==> src/rtl/sclk_div_pkg.sv <==
package sclk_div_pkg;
  typedef struct packed {
    logic clrCnt;
    logic incCnt;
    logic loadDiv;
  } divStrobes_t;
endpackage

==> src/rtl/sclk_div_datapath.sv <==
module sclk_div_datapath
  import sclk_div_pkg::*;
#(
  parameter int LIN_W = 8,
  parameter int EXP_W = 4
) (
  input  logic             clk,
  input  logic             rstN,
  input  divStrobes_t      strb,
  input  logic             linMode,
  input  logic [LIN_W-1:0] linDiv,
  input  logic [EXP_W-1:0] expDiv,
  output logic             atTerm
);
  localparam int LIN_HALF_MAX = 2 ** LIN_W;
  localparam int EXP_HALF_MAX = 2 ** ((2 ** EXP_W) - 2);
  localparam int HALF_MAX = (LIN_HALF_MAX > EXP_HALF_MAX) ? LIN_HALF_MAX : EXP_HALF_MAX;
  localparam int CNT_W = $clog2(HALF_MAX) + 1;

  logic [CNT_W-1:0] cnt;
  logic [CNT_W-1:0] activeHalf;
  logic [CNT_W-1:0] nextHalf;

  always_comb begin
    if (linMode) begin
      nextHalf = CNT_W'(linDiv) + CNT_W'(1);
    end else if (expDiv == '0) begin
      nextHalf = CNT_W'(1);
    end else begin
      nextHalf = CNT_W'(1) << (expDiv - EXP_W'(1));
    end
  end

  always_ff @(posedge clk) begin
    if (!rstN) begin
      cnt        <= '0;
      activeHalf <= CNT_W'(1);
    end else begin
      if (strb.clrCnt)      cnt <= '0;
      else if (strb.incCnt) cnt <= cnt + CNT_W'(1);
      if (strb.loadDiv)     activeHalf <= nextHalf;
    end
  end

  assign atTerm = (cnt == activeHalf - CNT_W'(1));
endmodule

==> src/rtl/sclk_div_control.sv <==
module sclk_div_control
  import sclk_div_pkg::*;
(
  input  logic        clk,
  input  logic        rstN,
  input  logic        runEn,
  input  logic        cpol,
  input  logic        atTerm,
  output divStrobes_t strb,
  output logic        sclk,
  output logic        toggleEn,
  output logic        leadTick,
  output logic        trailTick
);
  logic activePhase;

  always_comb begin
    toggleEn     = runEn & atTerm;
    leadTick     = toggleEn & ~activePhase;
    trailTick    = toggleEn & activePhase;
    strb.clrCnt  = ~runEn | toggleEn;
    strb.incCnt  = runEn & ~atTerm;
    strb.loadDiv = ~runEn | trailTick;
  end

  always_ff @(posedge clk) begin
    if (!rstN)          activePhase <= 1'b0;
    else if (!runEn)    activePhase <= 1'b0;
    else if (toggleEn)  activePhase <= ~activePhase;
  end

  assign sclk = cpol ^ activePhase;
endmodule

==> src/rtl/sclk_divider.sv <==
module sclk_divider
  import sclk_div_pkg::*;
#(
  parameter int LIN_W = 8,
  parameter int EXP_W = 4
) (
  input  logic             clk,
  input  logic             rstN,
  input  logic             runEn,
  input  logic             linMode,
  input  logic [LIN_W-1:0] linDiv,
  input  logic [EXP_W-1:0] expDiv,
  input  logic             cpol,
  output logic             sclk,
  output logic             toggleEn,
  output logic             leadTick,
  output logic             trailTick
);
  divStrobes_t strb;
  logic        atTerm;

  sclk_div_datapath #(.LIN_W(LIN_W), .EXP_W(EXP_W)) u_dp (
    .clk(clk), .rstN(rstN), .strb(strb), .linMode(linMode),
    .linDiv(linDiv), .expDiv(expDiv), .atTerm(atTerm)
  );

  sclk_div_control u_ctl (
    .clk(clk), .rstN(rstN), .runEn(runEn), .cpol(cpol), .atTerm(atTerm),
    .strb(strb), .sclk(sclk), .toggleEn(toggleEn),
    .leadTick(leadTick), .trailTick(trailTick)
  );
endmodule

==> config.mk <==
export PLATFORM = sky130hd
export DESIGN_NAME = sclk_divider
export DESIGN_NICKNAME = d
export VERILOG_FILES = /design/src/rtl/sclk_div_pkg.sv /design/src/rtl/sclk_div_datapath.sv /design/src/rtl/sclk_div_control.sv /design/src/rtl/sclk_divider.sv
export SDC_FILE = /design/constraint.sdc
export NUM_CORES = 1
export LEC_CHECK = 0
export BUFFER_PORTS_ARGS = -buffer_cell sky130_fd_sc_hd__buf_2
export CAP_MARGIN = 10
export CORE_ASPECT_RATIO = 0.75
export CORE_MARGIN = 2
export CORE_UTILIZATION = 50
export DETAILED_ROUTE_END_ITERATION = 8
export GPL_ROUTABILITY_DRIVEN = 0
export PLACE_DENSITY = 0.69
export RECOVER_POWER = 25
export SLEW_MARGIN = 20
export SYNTH_ARGS = -nofsm -noshare
export SYNTH_HDL_FRONTEND = slang
export SYNTH_SLANG_ARGS = --single-unit
==> constraint.sdc <==
create_clock -name clk -period 8 [get_ports clk]
set_clock_uncertainty 0.05 [all_clocks]
set_input_delay 0.8 -clock clk [delete_from_list [all_inputs] [get_ports clk]]
set_output_delay 0.8 -clock clk [all_outputs]
set_load 0.01 [all_outputs]
[Word level (Yosys, flattened, before mapping)]
Cells that the tools add are included.
Word-level totals
  register bits after elaboration: 31
  bits in latches: 0
  memory bits (writable): 0
  ROM bits: 0
  output and inout port bits: 4
  word-level logic and storage cells: 25
  memories kept: 0
Cells by class
  $add $sub $neg: 4
  multiply operators: 0
  div/mod/pow operators: 0
  order comparisons: 0
  equal/unequal tests: 1
  shift-type cells: 1
  multiplexer cells: 2
  bitwise logic cells: 11
  reductions and logical operators: 3
Operator list (number)
  15-bit two-way mux: 2
  15-bit by 1-bit adder with 15-bit output, second input constant: 1
  15-bit equality test: 1
  1-bit by 4-bit left shift with 15-bit output, first input constant: 1
  15-bit by 1-bit subtractor with 15-bit output, second input constant: 1
  8-bit by 1-bit adder with 9-bit output, second input constant: 1
  1-bit bitwise AND: 4
  4-bit zero test: 1
  1-bit inverter: 4
  4-bit by 1-bit subtractor with 4-bit output, second input constant: 1
  1-bit OR: 2
  2-bit AND reduction: 1
  2-bit OR reduction: 1
  1-bit bitwise XOR: 1

[Longest topological paths before layout]
  word-level depth: 5
  mapped depth: 11

[Hierarchy]
From an unflattened synthesis, not the netlist that was laid out.
Second synthesis, totals
  cell total of the unflattened synthesis: 243
  area, all modules: 1988.2 um^2
Modules (own cells, without submodules)
  sclk_div_datapath: times used 1, cells each 232, area each 1904.3 um^2, sequential area each 600.6 um^2
  sclk_div_control: times used 1, cells each 11, area each 83.8 um^2, sequential area each 20.0 um^2

[Worst setup path before layout]
No wires, ideal clock.
  path kind: reg2out
  start: register u_dp.activeHalf[0]
  end: output port leadTick
  arrival time: 2274 ps
  required time: 7150 ps
  setup slack: 4876 ps
  cell stages (with the launch flop): 10
  cell sequence: dfxtp_1 inv_1 ha_1 or3b_2 o32a_1 a21oi_1 nand4_1 nor4_1 nand2_1 nor2_1
Between the ends
  word-level cells in the longest chain between the ends: 4
Ends and longest elaborated chain
  start, declared: line sclk_div_datapath.sv:21  | logic [CNT_W-1:0] activeHalf;
  start signal, assigned: line sclk_div_datapath.sv:41  | if (strb.loadDiv) activeHalf <= nextHalf;
  15-bit by 1-bit subtractor with 15-bit output: line sclk_div_datapath.sv:45  | assign atTerm = (cnt == activeHalf - CNT_W'(1));
  15-bit equality test: line sclk_div_datapath.sv:45
  1-bit bitwise AND: line sclk_div_control.sv:18  | toggleEn = runEn & atTerm;
  1-bit bitwise AND: line sclk_div_control.sv:19  | leadTick = toggleEn & ~activePhase;
  end, declared: line sclk_divider.sv:16  | output logic leadTick,
Every way passes these cells.

[Final worst setup path]
  start: register u_dp.activeHalf[0]
  end: register u_dp.activeHalf[6]
Between the ends
  word-level cells in the longest chain between the ends: 5
Ends and longest elaborated chain
  15-bit by 1-bit subtractor with 15-bit output: line sclk_div_datapath.sv:45
  15-bit equality test: line sclk_div_datapath.sv:45
  1-bit bitwise AND: line sclk_div_control.sv:18
  1-bit bitwise AND: line sclk_div_control.sv:20  | trailTick = toggleEn & activePhase;
  1-bit OR: line sclk_div_control.sv:23  | strb.loadDiv = ~runEn | trailTick;
Every way passes these cells.
A chain may end at the register's enable or synchronous reset.

==> results.cfg <==
[worst_hold_path]
hold_end = u_dp.activeHalf[14]
min_from = u_dp.activeHalf[14]
hold_path_class = flip-flop to flip-flop
holdPathStages = 1

[sta]
min_period_over_period_pct = 53.9
setup_total_negative_slack_ns = 0
fin_hold_ws_ns = 0.455
fin_crit_ns = 4.31
finalMaxSlewViolations = 19
slew_headroom_pct = -33.3
tightest_slew_ns = 1.98
setup_violations = 0
rsz0062_at_grt = no
hold_viol = 0
max_clock_freq_mhz = 232

[die]
dieWidth_um = 77.4
start_util_pct = 53.8
die_area_mm2 = 0.00457
coreArea_mm2 = 0.00376
io_pins = 21
rows = 19
die_y_um = 59.0

[worst_setup_path]
endpoint_kind = flip-flop
path_class = flip-flop to flip-flop
critPathLaunchType = flip-flop
crit_fanout = 18
rr_worst_depth = 9
worstPathRequired_ns = 8.13
r2r_start = u_dp.activeHalf[0]
cp.arrival_ns = 4.44
ff2ff_setup_slack_ns = 3.69
rr_endpoint = u_dp.activeHalf[6]

[grt]
grt_max_degree = 19
track_usage_pct = 21.4
grt_antenna_before_repair = 0
grt_overflow = 0
grt_pass1_vias = 1579
grt_first_pass_wirelength_um = 7510

[synth]
ys_seq_elements = 31
synthFlopType = dfxtp_1
syn_inst = 244
ys_seq_area_share_pct = 30.7
yosys.area.top_type_share_pct = 30.7
synth_area_mm2 = 0.00202
synth_edf_count = 0
yosysMostFrequentCell = dfxtp_1
yosysUniqueCellTypes = 45
avgSynthCellArea_um2 = 8.28
synthTopCellsByArea = dfxtp_1, xor2_1, xnor2_1
ys_warn_count = 0
synthTopCellsByCount = dfxtp_1, nor2_1, xor2_1
synth_fp_nets = 264
synth_area_leader_cell = dfxtp_1
async_reset_ff_share_pct = 0

[layout]
drive_gt1_share_pct = 12.2
antenna_cells = 0
finalInstanceArea_mm2 = 0.00224
finalNonFillerCells = 315
register_area_um2 = 621
fillers = 361
multi_input_area_mm2 = 0.00130
area_growth_pct = 10.7
nets = 282

[cts]
cts_resized = 0
cts_tree = done
root_buffer = clkbuf_8
clk_pin_slew_ns = 0.06
clock_latency_ns = 0.29
clock_path_buffers = 2
tritoncts.num_buffers = 5
cts_hold_buf = 0
numClockSinks = 31
h-tree-depth = 2
post-cts-setup-buffers = 0

[placed_design]
dpl.hpwl_um = 3430
dp.cells = 307
place_area_mm2 = 0.00213
port_buffers = 20

[pwr]
p_leak_nw = 0.920
powerDensity_mw_per_mm2 = 170
power.total_uw = 380
ir_worst_vdd_uv = 115

[route]
drc_errors = 0
firstDrtPassIters = 5
vias = 1791
drt_iter0_markers = 174
ant_nets = 0
wl_per_cell_um = 14.2
vias_per_cell = 5.69
finalWirelength_um = 4480

[run]
drv_cap = 1

[status]
violations = max-capacitance violations, max-slew violations
status = complete, but fails checks
## worst max path at each step
| stage | from | slack, ns | depth (start not counted) | endpoint |
|---|---|---|---|---|
| 2_1_floorplan | u_dp.activeHalf[0] | 4.88 | 9 | leadTick |
| 3_3_place_gp | u_dp.activeHalf[0] | 4.67 | 10 | leadTick |
| 3_5_place_dp | u_dp.activeHalf[0] | 4.55 | 10 | leadTick |
| 4_1_cts | u_dp.activeHalf[0] | 4.24 | 10 | leadTick |
| 5_1_grt | u_dp.activeHalf[0] | 3.14 | 9 | u_dp.activeHalf[6] |
| 6_report | u_dp.activeHalf[0] | 3.69 | 9 | u_dp.activeHalf[6] |
## per-layer routing
metal  part of all wire [%]  track usage (%)
met1                     54             31.7
met2                     39             29.4
met3                    6.1             6.40
met4                   0.76             6.89
met5                      0                0
## area by class of cell
type,instances,area share (%)
repair buffers,20,4.42
flip-flops and latches,31,27.8
well taps,52,2.91
clock inverters,2,1.57
clock buffers,6,3.69
inverters,8,1.34
multi-input cells,196,58.3
## registers in the layout, indices dropped and copies added (netlist names)
signal	flops
u_ctl.activePhase	1
u_dp.activeHalf	15
u_dp.cnt	15
## through the flow
stage / util (%) / worst slack, ns
detailed placement: 56.8 / 4.55
global placement: 56.8 / 4.67
floorplan: - / 4.88
global route: 59.5 / 3.14
CTS: 59.9 / 4.24
finish: 59.5 / 3.69
## power by group
part,internal (mW),total (mW),switching [mW]
Combinational,0.0225,0.0546,0.0321
Sequential,0.158,0.165,0.00650
Clock,0.101,0.161,0.0603
## critical path, cell delays in order (launching register included)
cell and delay (ns):
dfxtp_1 0.35, inv_1 0.09, ha_1 0.21, nor3b_1 0.47, nand4_1 0.18, nor4_1 0.44
o221ai_2 0.19, o31ai_1 1.55, o311ai_0 0.43, o211a_1 0.25
## cells in the final DEF, fill, tap and decap left out, types with 2 or more instances in the layout
cell	n
nor4_1	8
xnor2_1	18
nand3_1	19
inv_1	8
or4_1	3
o311ai_0	2
o31ai_1	2
mux2i_1	3
nand2_1	11
nor2b_1	8
dfxtp_1	31
ha_1	3
or3_1	4
clkbuf_8	6
nand4_1	5
o2bb2ai_1	6
a21oi_1	4
o21ai_0	8
o211a_1	5
nand2b_1	5
nor2_1	27
and3_1	9
buf_2	19
nor3_1	4
xor2_1	21
o211ai_1	4
## kinds of logic (layout without fill, tap and decap cells)
family,count (synthesis),count (layout),synth area share (%)
XOR/XNOR,39,39,16.9
buffers and inverters,17,36,4.03
multiplexers,3,3,1.49
AO/OA/AOI/OAI,39,39,15.4
adder cells (fa/ha/maj),3,3,1.86
flip-flops,31,31,30.7
AND/OR/NAND/NOR,112,112,29.6
Note: power is estimated with default switching activity, not from simulation.
